==> config.mk <==
export PLATFORM = sky130hd
export DESIGN_NAME = paged_bus_if
export DESIGN_NICKNAME = d
export VERILOG_FILES = /design/src/rtl/paged_bus_pkg.sv /design/src/rtl/pbi_handshake.sv /design/src/rtl/pbi_ctrl_reg.sv /design/src/rtl/pbi_route.sv /design/src/rtl/pbi_readback.sv /design/src/rtl/paged_bus_if.sv
export SDC_FILE = /design/constraint.sdc
export NUM_CORES = 1
export LEC_CHECK = 0
export BUFFER_PORTS_ARGS = -buffer_cell sky130_fd_sc_hd__buf_2
export CAP_MARGIN = 5
export CORE_UTILIZATION = 30
export CTS_BUF_LIST = sky130_fd_sc_hd__clkbuf_8
export DETAILED_ROUTE_END_ITERATION = 12
export MAX_ROUTING_LAYER = met4
export PLACE_DENSITY_LB_ADDON = 0.3
export REMOVE_ABC_BUFFERS = 1
export SYNTH_ARGS = -nofsm -noshare
export SYNTH_HDL_FRONTEND = slang
export SYNTH_SLANG_ARGS = --single-unit
==> constraint.sdc <==
create_clock -name clk -period 3.4 [get_ports clk]
set_input_delay 0.68 -clock clk [delete_from_list [all_inputs] [get_ports clk]]
set_output_delay 0.68 -clock clk [all_outputs]
set_load 0.005 [all_outputs]
==> src/rtl/paged_bus_pkg.sv <==
package paged_bus_pkg;

    localparam int BUS_AW  = 6;
    localparam int BUS_DW  = 8;
    localparam int PAGE_W  = 3;
    localparam int CHAN_W  = BUS_AW - 1;
    localparam int MEM_AW  = PAGE_W + CHAN_W;

    typedef enum logic [1:0] {
        MSEL_DM  = 2'b00,
        MSEL_DM2 = 2'b01,
        MSEL_CML = 2'b10,
        MSEL_CMH = 2'b11
    } msel_e;

    typedef struct packed {
        logic              bcast;
        logic              split;
        logic              rsvd;
        msel_e             msel;
        logic [PAGE_W-1:0] page;
    } ctrl_t;

    typedef enum logic [2:0] {
        TGT_NONE,
        TGT_CTRL,
        TGT_DM,
        TGT_CML,
        TGT_CMH
    } tgt_e;

    typedef enum logic [2:0] {
        HS_IDLE,
        HS_WAIT,
        HS_ISSUE,
        HS_CAPT,
        HS_ACK
    } hs_state_e;

    typedef struct packed {
        logic dm_rd;
        logic cml_rd;
        logic cml_wr;
        logic cmh_rd;
        logic cmh_wr;
    } strobe_t;

    // Choose the unit an access reaches from the address class and mode bits.
    function automatic tgt_e pick_target(logic is_ctrl, logic split, msel_e msel, logic rd);
        tgt_e t;
        if (is_ctrl)
            t = TGT_CTRL;
        else if (split)
            t = rd ? TGT_DM : TGT_CML;
        else begin
            case (msel)
                MSEL_CML: t = TGT_CML;
                MSEL_CMH: t = TGT_CMH;
                default:  t = rd ? TGT_DM : TGT_NONE;
            endcase
        end
        return t;
    endfunction

    function automatic logic [BUS_DW-1:0] sanitize_ctrl(logic [BUS_DW-1:0] v);
        ctrl_t c;
        c = ctrl_t'(v);
        c.rsvd = 1'b0;
        return c;
    endfunction

endpackage

==> src/rtl/pbi_handshake.sv <==
module pbi_handshake
    import paged_bus_pkg::*;
#(
    parameter int ACK_WAIT = 2
) (
    input  logic clk,
    input  logic rst,
    input  logic sel,
    input  logic strobe,
    output logic issue,
    output logic capt,
    output logic ack
);
    localparam int CW = (ACK_WAIT < 2) ? 1 : $clog2(ACK_WAIT);
    localparam logic [CW-1:0] LAST = CW'(ACK_WAIT - 1);

    hs_state_e       st_q, st_d;
    logic [CW-1:0]   cnt_q, cnt_d;
    logic            req;

    assign req = sel && strobe;

    always_comb begin
        st_d  = st_q;
        cnt_d = cnt_q;
        case (st_q)
            HS_IDLE: begin
                cnt_d = '0;
                if (req) st_d = HS_WAIT;
            end
            HS_WAIT: begin
                if (!req) begin
                    st_d  = HS_IDLE;
                    cnt_d = '0;
                end else if (cnt_q == LAST) begin
                    st_d = HS_ISSUE;
                end else begin
                    cnt_d = cnt_q + 1'b1;
                end
            end
            HS_ISSUE: st_d = HS_CAPT;
            HS_CAPT:  st_d = HS_ACK;
            HS_ACK:   if (!req) st_d = HS_IDLE;
            default:  st_d = HS_IDLE;
        endcase
    end

    always_ff @(posedge clk) begin
        if (rst) begin
            st_q  <= HS_IDLE;
            cnt_q <= '0;
        end else begin
            st_q  <= st_d;
            cnt_q <= cnt_d;
        end
    end

    assign issue = (st_q == HS_ISSUE);
    assign capt  = (st_q == HS_CAPT);
    assign ack   = (st_q == HS_ACK);


    ack_hold_chk: assert property (@(posedge clk) disable iff (rst)
        (ack && sel && strobe) |=> ack);

    ack_release_chk: assert property (@(posedge clk) disable iff (rst)
        (ack && !strobe) |=> !ack);

    issue_single_chk: assert property (@(posedge clk) disable iff (rst)
        issue |=> !issue);

endmodule

==> src/rtl/pbi_ctrl_reg.sv <==
module pbi_ctrl_reg
    import paged_bus_pkg::*;
(
    input  logic              clk,
    input  logic              rst,
    input  logic              wr_en,
    input  logic [BUS_DW-1:0] wdata,
    output ctrl_t             ctrl
);
    ctrl_t ctrl_q;

    always_ff @(posedge clk) begin
        if (rst)
            ctrl_q <= '0;
        else if (wr_en)
            ctrl_q <= ctrl_t'(sanitize_ctrl(wdata));
    end

    assign ctrl = ctrl_q;


    rsvd_zero_chk: assert property (@(posedge clk) disable iff (rst)
        wr_en |=> (ctrl_q.rsvd == 1'b0));

endmodule

==> src/rtl/pbi_route.sv <==
module pbi_route
    import paged_bus_pkg::*;
(
    input  logic              clk,
    input  logic              rst,
    input  logic              issue,
    input  logic              is_ctrl,
    input  logic              rd,
    input  logic              split,
    input  msel_e             msel,
    output tgt_e              tgt,
    output logic              ctrl_wr,
    output strobe_t           stb
);
    always_comb begin
        tgt     = pick_target(is_ctrl, split, msel, rd);
        stb     = '0;
        ctrl_wr = 1'b0;
        if (issue) begin
            case (tgt)
                TGT_CTRL: ctrl_wr = !rd;
                TGT_DM:   stb.dm_rd = 1'b1;
                TGT_CML: begin
                    stb.cml_rd = rd;
                    stb.cml_wr = !rd;
                end
                TGT_CMH: begin
                    stb.cmh_rd = rd;
                    stb.cmh_wr = !rd;
                end
                default: ;
            endcase
        end
    end


    strobe_onehot_chk: assert property (@(posedge clk) disable iff (rst)
        $onehot0(stb));

    split_route_chk: assert property (@(posedge clk) disable iff (rst)
        (split && (|stb)) |-> (stb.dm_rd || stb.cml_wr));

    no_dm_write_chk: assert property (@(posedge clk) disable iff (rst)
        ((|stb) && !rd) |-> !stb.dm_rd);

endmodule

==> src/rtl/pbi_readback.sv <==
module pbi_readback
    import paged_bus_pkg::*;
(
    input  logic              clk,
    input  logic              rst,
    input  logic              issue,
    input  logic              capt,
    input  logic              ack,
    input  logic              rd,
    input  tgt_e              tgt,
    input  ctrl_t             ctrl,
    input  logic [BUS_DW-1:0] dm_rdata,
    input  logic [BUS_DW-1:0] cml_rdata,
    input  logic [BUS_DW-1:0] cmh_rdata,
    output logic [BUS_DW-1:0] rdata
);
    tgt_e              src_q;
    logic [BUS_DW-1:0] data_q;
    logic [BUS_DW-1:0] mux;

    always_comb begin
        case (src_q)
            TGT_CTRL: mux = ctrl;
            TGT_DM:   mux = dm_rdata;
            TGT_CML:  mux = cml_rdata;
            TGT_CMH:  mux = cmh_rdata;
            default:  mux = '0;
        endcase
    end

    always_ff @(posedge clk) begin
        if (rst) begin
            src_q  <= TGT_NONE;
            data_q <= '0;
        end else begin
            if (issue) src_q <= rd ? tgt : TGT_NONE;
            if (capt)  data_q <= mux;
        end
    end

    assign rdata = ack ? data_q : '0;


    rdata_stable_chk: assert property (@(posedge clk) disable iff (rst)
        (ack && $past(ack)) |-> $stable(rdata));

endmodule

==> src/rtl/paged_bus_if.sv <==
module paged_bus_if
    import paged_bus_pkg::*;
#(
    parameter int ACK_WAIT = 2
) (
    input  logic        clk,
    input  logic        rst,
    input  logic        bus_sel,
    input  logic        bus_strobe,
    input  logic        bus_rd,
    input  logic [5:0]  bus_addr,
    input  logic [7:0]  bus_wdata,
    output logic [7:0]  bus_rdata,
    output logic        bus_ack,
    output logic [7:0]  mem_addr,
    output logic [7:0]  mem_wdata,
    output logic        dm_rd,
    input  logic [7:0]  dm_rdata,
    output logic        cml_rd,
    output logic        cml_wr,
    input  logic [7:0]  cml_rdata,
    output logic        cmh_rd,
    output logic        cmh_wr,
    input  logic [7:0]  cmh_rdata,
    output logic        bcast_mode,
    output logic        split_mode
);
    logic    issue, capt, ack, ctrl_wr, is_ctrl;
    ctrl_t   ctrl;
    tgt_e    tgt;
    strobe_t stb;

    assign is_ctrl = !bus_addr[BUS_AW-1];

    pbi_handshake #(.ACK_WAIT(ACK_WAIT)) u_hs (
        .clk    (clk),
        .rst    (rst),
        .sel    (bus_sel),
        .strobe (bus_strobe),
        .issue  (issue),
        .capt   (capt),
        .ack    (ack)
    );

    pbi_route u_route (
        .clk     (clk),
        .rst     (rst),
        .issue   (issue),
        .is_ctrl (is_ctrl),
        .rd      (bus_rd),
        .split   (ctrl.split),
        .msel    (ctrl.msel),
        .tgt     (tgt),
        .ctrl_wr (ctrl_wr),
        .stb     (stb)
    );

    pbi_ctrl_reg u_ctrl (
        .clk   (clk),
        .rst   (rst),
        .wr_en (ctrl_wr),
        .wdata (bus_wdata),
        .ctrl  (ctrl)
    );

    pbi_readback u_rb (
        .clk       (clk),
        .rst       (rst),
        .issue     (issue),
        .capt      (capt),
        .ack       (ack),
        .rd        (bus_rd),
        .tgt       (tgt),
        .ctrl      (ctrl),
        .dm_rdata  (dm_rdata),
        .cml_rdata (cml_rdata),
        .cmh_rdata (cmh_rdata),
        .rdata     (bus_rdata)
    );

    assign mem_addr   = {ctrl.page, bus_addr[CHAN_W-1:0]};
    assign mem_wdata  = bus_wdata;
    assign dm_rd      = stb.dm_rd;
    assign cml_rd     = stb.cml_rd;
    assign cml_wr     = stb.cml_wr;
    assign cmh_rd     = stb.cmh_rd;
    assign cmh_wr     = stb.cmh_wr;
    assign bus_ack    = ack;
    assign bcast_mode = ctrl.bcast;
    assign split_mode = ctrl.split;


    ack_needs_req_chk: assert property (@(posedge clk) disable iff (rst)
        $rose(bus_ack) |-> $past(bus_sel && bus_strobe));

    strobe_chan_chk: assert property (@(posedge clk) disable iff (rst)
        (dm_rd || cml_rd || cml_wr || cmh_rd || cmh_wr) |-> bus_addr[BUS_AW-1]);

endmodule

==> out/metrics.cfg <==
[yosys]
yosys_register_bits=22
synth-seq-area-share_pct=34.58
synth_area_sq_mm=0.001274
synth_ff_type=dfxtp_1
synth_edf_count=0
number_of_warnings_issued_by_yosys=0
async_flop_share_pct=0
synth_cells=151
synth.lib_cells_used.distinct=30
synthesis.area_per_instance_sq_um=8.435

[placement]
place_hpwl_mm=2.331
io_buffer_count=62
gp_weighted_congestion=0.7743
post-place-cells=237
dpl_cell_area_sq_mm=0.001470

[floorplan]
core.rowCount=23
io_pins=75
start_util_pct=31.61
die_height_microns=67.16
die-area_sq_mm=0.004510
design.core.area_sq_mm=0.004029
fp.dieW_microns=67.16

[worst_setup_path]
worstPathArrival_ps=1750
cpMaxStageDelayCell=nor3b_1
reg_to_reg_slack_setup_ps=1470
critical_path.reg2reg.endpoint=u_rb.data_q[0]$_SDFFE_PP0P_
timing.critical_path.cells=nor3b_1 > and2_1 > buf_2
sort_of_element_at_the_end_of_the_critical_path=output pin
critPathRequiredTime_ps=2720
crit_path_start_kind=register
worstReg2RegStart=u_rb.src_q[0]$_SDFFE_PP0P_
worst_setup_path_endpoint=bus_rdata[3]
critPathMaxStageDelay_ps=670
critical_path.startpoint=u_hs.st_q[2]$_SDFFE_PP0P_
crit_fanout=10
r2r.worst_path.cells=4
setup.worst_path.class=reg -> out

[drt]
drcViolationCount=0
first_pass_iters=4
drt_first_iter_violations=37
finalWirelength_mm=2.963
ant_nets=0
drt-wirelength-per-cell_microns=12.29
route.detailed.vias_per_inst=4.759
detailroute.via_count=1147

[finish]
finish.instance_area_sq_mm=0.001525
layout-area-overhead-vs-synth_pct=19.74
fin_cells=241
finalCoreUtilization_pct=37.86
diodes=0
fin_nets=235
layout-drive-gt1-share_pct=36.13

[sta]
finalSetupTns_ps=0
achievable-frequency_ghz=0.4108
finClkSkew_ps=1.639
timing.final.crit_period_ps=2434
number_of_slew_limit_violations_in_the_final_report=0
finalSetupViolations=0
hold_viol_final=0
worst_pin_slew_ps=758.8
final_min_period_over_clock_period_pct=71.60
finalHoldWorstSlack_ps=467.3
setup_repair_after_global_routing_missed_its_margin=no
max_slew_margin_pct=49.31

[cts]
clockRootBuffer=clkbuf_8
cts_post_setup_buffers_inserted=0
path_clk_slew_ps=70
ctsLongestPathBuffers=2
numCtsBuffers=3
numClockSinks=22
cts-resized-gates=0
clk-insertion-delay-late_ps=260
ctsHtreeMaxLevel=1
cts.hold.buffers_added=0
clock_tree_from_tritoncts=yes

[flow_run]
max_cap_viol_count=0

[power_and_ir_drop]
irDropWorstVdd_mv=0.1148
leakagePower_nw=0.7191
power.density_mw_per_mm2=310.4

[grt]
antenna_found_initial=0
grt_max_degree=20
overflow=0
grt_pass1_wl_mm=4.650
grt_pass1_vias=991
track_usage_pct=13.98

[run_status]
run_status=finished clean

[min_path]
worst_hold_path_type=reg -> reg

[worst min-delay path by stage]
stage	startpoint	endpoint	slack [ps]	cells past startpoint
final	u_rb.data_q[0]$_SDFFE_PP0P_	u_rb.data_q[0]$_SDFFE_PP0P_	470	1
after global routing	u_rb.data_q[0]$_SDFFE_PP0P_	u_rb.data_q[0]$_SDFFE_PP0P_	480	1
after CTS	u_rb.data_q[1]$_SDFFE_PP0P_	u_rb.data_q[1]$_SDFFE_PP0P_	480	1
after detailed placement	u_rb.data_q[1]$_SDFFE_PP0P_	u_rb.data_q[1]$_SDFFE_PP0P_	460	1
after global placement	u_rb.data_q[0]$_SDFFE_PP0P_	u_rb.data_q[0]$_SDFFE_PP0P_	460	1
after floorplan	u_rb.data_q[0]$_SDFFE_PP0P_	u_rb.data_q[0]$_SDFFE_PP0P_	430	1
[kinds of logic after synthesis]
kind of cell / after synthesis / synth area share (%)
flops: 22 / 34.58
compound gates: 40 / 22.20
simple gates: 51 / 21.51
buf+inv: 29 / 14.73
xor+xnor: 1 / 0.6877
mux: 8 / 6.287
[cell usage after synthesis (all sizes together), types with 2 or more instances]
master,count,area (sq um)
dfxtp,22,440.4
nor2,20,75.07
buf,19,150.1
o21ai,9,45.04
a22o,8,70.07
and2,8,50.05
mux2i,8,80.08
a22oi,7,52.55
a32oi,7,61.31
clkbuf,7,26.28
a21oi,5,25.02
nand2,4,15.01
nor2b,4,25.02
inv,3,11.26
nand3,3,15.01
a31oi,2,12.51
nand2b,2,12.51
nor3b,2,15.01
nor4,2,18.77
or3b,2,20.02
[state kept, by name (all words and copies together) (netlist names)]
name / count
u_hs.st_q: 3
u_ctrl.ctrl: 7
u_rb.src_q: 3
u_hs.cnt_q: 1
u_rb.data_q: 8
[per-stage QoR]
stage | worst slack, ps | power [mW]
after CTS | 914.4 | 0.4817
after detailed placement | 1211 | 0.3000
after global routing | 803.1 | 0.4974
after floorplan | 1550 | 0.2690
final | 965.7 | 0.4734
after global placement | 1304 | 0.2998
[placed cells by master (no fill, tap or decap)]
| cell type | synthesis | routed |
|---|---|---|
| nor3b_1 | 2 | 2 |
| mux2i_1 | 8 | 8 |
| inv_1 | 3 | 3 |
| or3_1 | 1 | 1 |
| and3b_1 | 1 | 1 |
| or3b_4 | 1 | 1 |
| a32oi_1 | 7 | 7 |
| nor2b_1 | 4 | 4 |
| buf_2 | 0 | 62 |
| clkbuf_8 | 0 | 4 |
| nand2_1 | 4 | 4 |
| and2_1 | 8 | 8 |
| nand2b_1 | 2 | 2 |
| nor4_1 | 1 | 1 |
| a2bb2oi_1 | 1 | 1 |
| a211oi_1 | 1 | 1 |
| a31oi_1 | 2 | 2 |
| nor4_2 | 1 | 1 |
| a21oi_1 | 5 | 5 |
| or3b_2 | 1 | 1 |
| a22o_1 | 8 | 8 |
| nor2_1 | 20 | 20 |
| nand3_1 | 3 | 3 |
| or4_1 | 1 | 1 |
| a22oi_1 | 7 | 7 |
| nor3_1 | 1 | 1 |
| xor2_1 | 1 | 1 |
| dfxtp_1 | 22 | 22 |
| o21ai_0 | 9 | 9 |
[area by class of cell]
cell class / count / area, sq um
clock buffer: 4 / 55.05
fill: 446 / 2504
inverter: 3 / 11.26
multi-input combinational: 100 / 645.6
sequential: 22 / 440.4
tap: 50 / 62.56
timing repair buffer: 62 / 310.3
[critical path: cells and delay by family (launching register included)]
| kind | cells | cell delay [ps] |
|---|---|---|
| flops | 1 | 500 |
| buf+inv | 1 | 110 |
| simple gates | 2 | 890 |
[where the power goes]
| part | internal [mW] | switching (mW) | leakage [nW] |
|---|---|---|---|
| Sequential | 0.258 | 0.00103 | 0.177 |
| Clock | 0.103 | 0.0767 | 0.0288 |
| Combinational | 0.0189 | 0.0157 | 0.513 |
| Total | 0.380 | 0.0934 | 0.719 |
[per-layer routing]
layer / share of wire [%] / wire (microns) / vias up / global-route usage (%)
met4: 0 / 0 / 0 / 3.989
met3: 7.0 / 206 / 0 / 4.223
met2: 44 / 1310 / 50 / 20.50
met5: 0 / 0 / - / -
met1: 49 / 1447 / 491 / 18.39
li1: - / - / 606 / -
(Power assumes the default switching activity.)
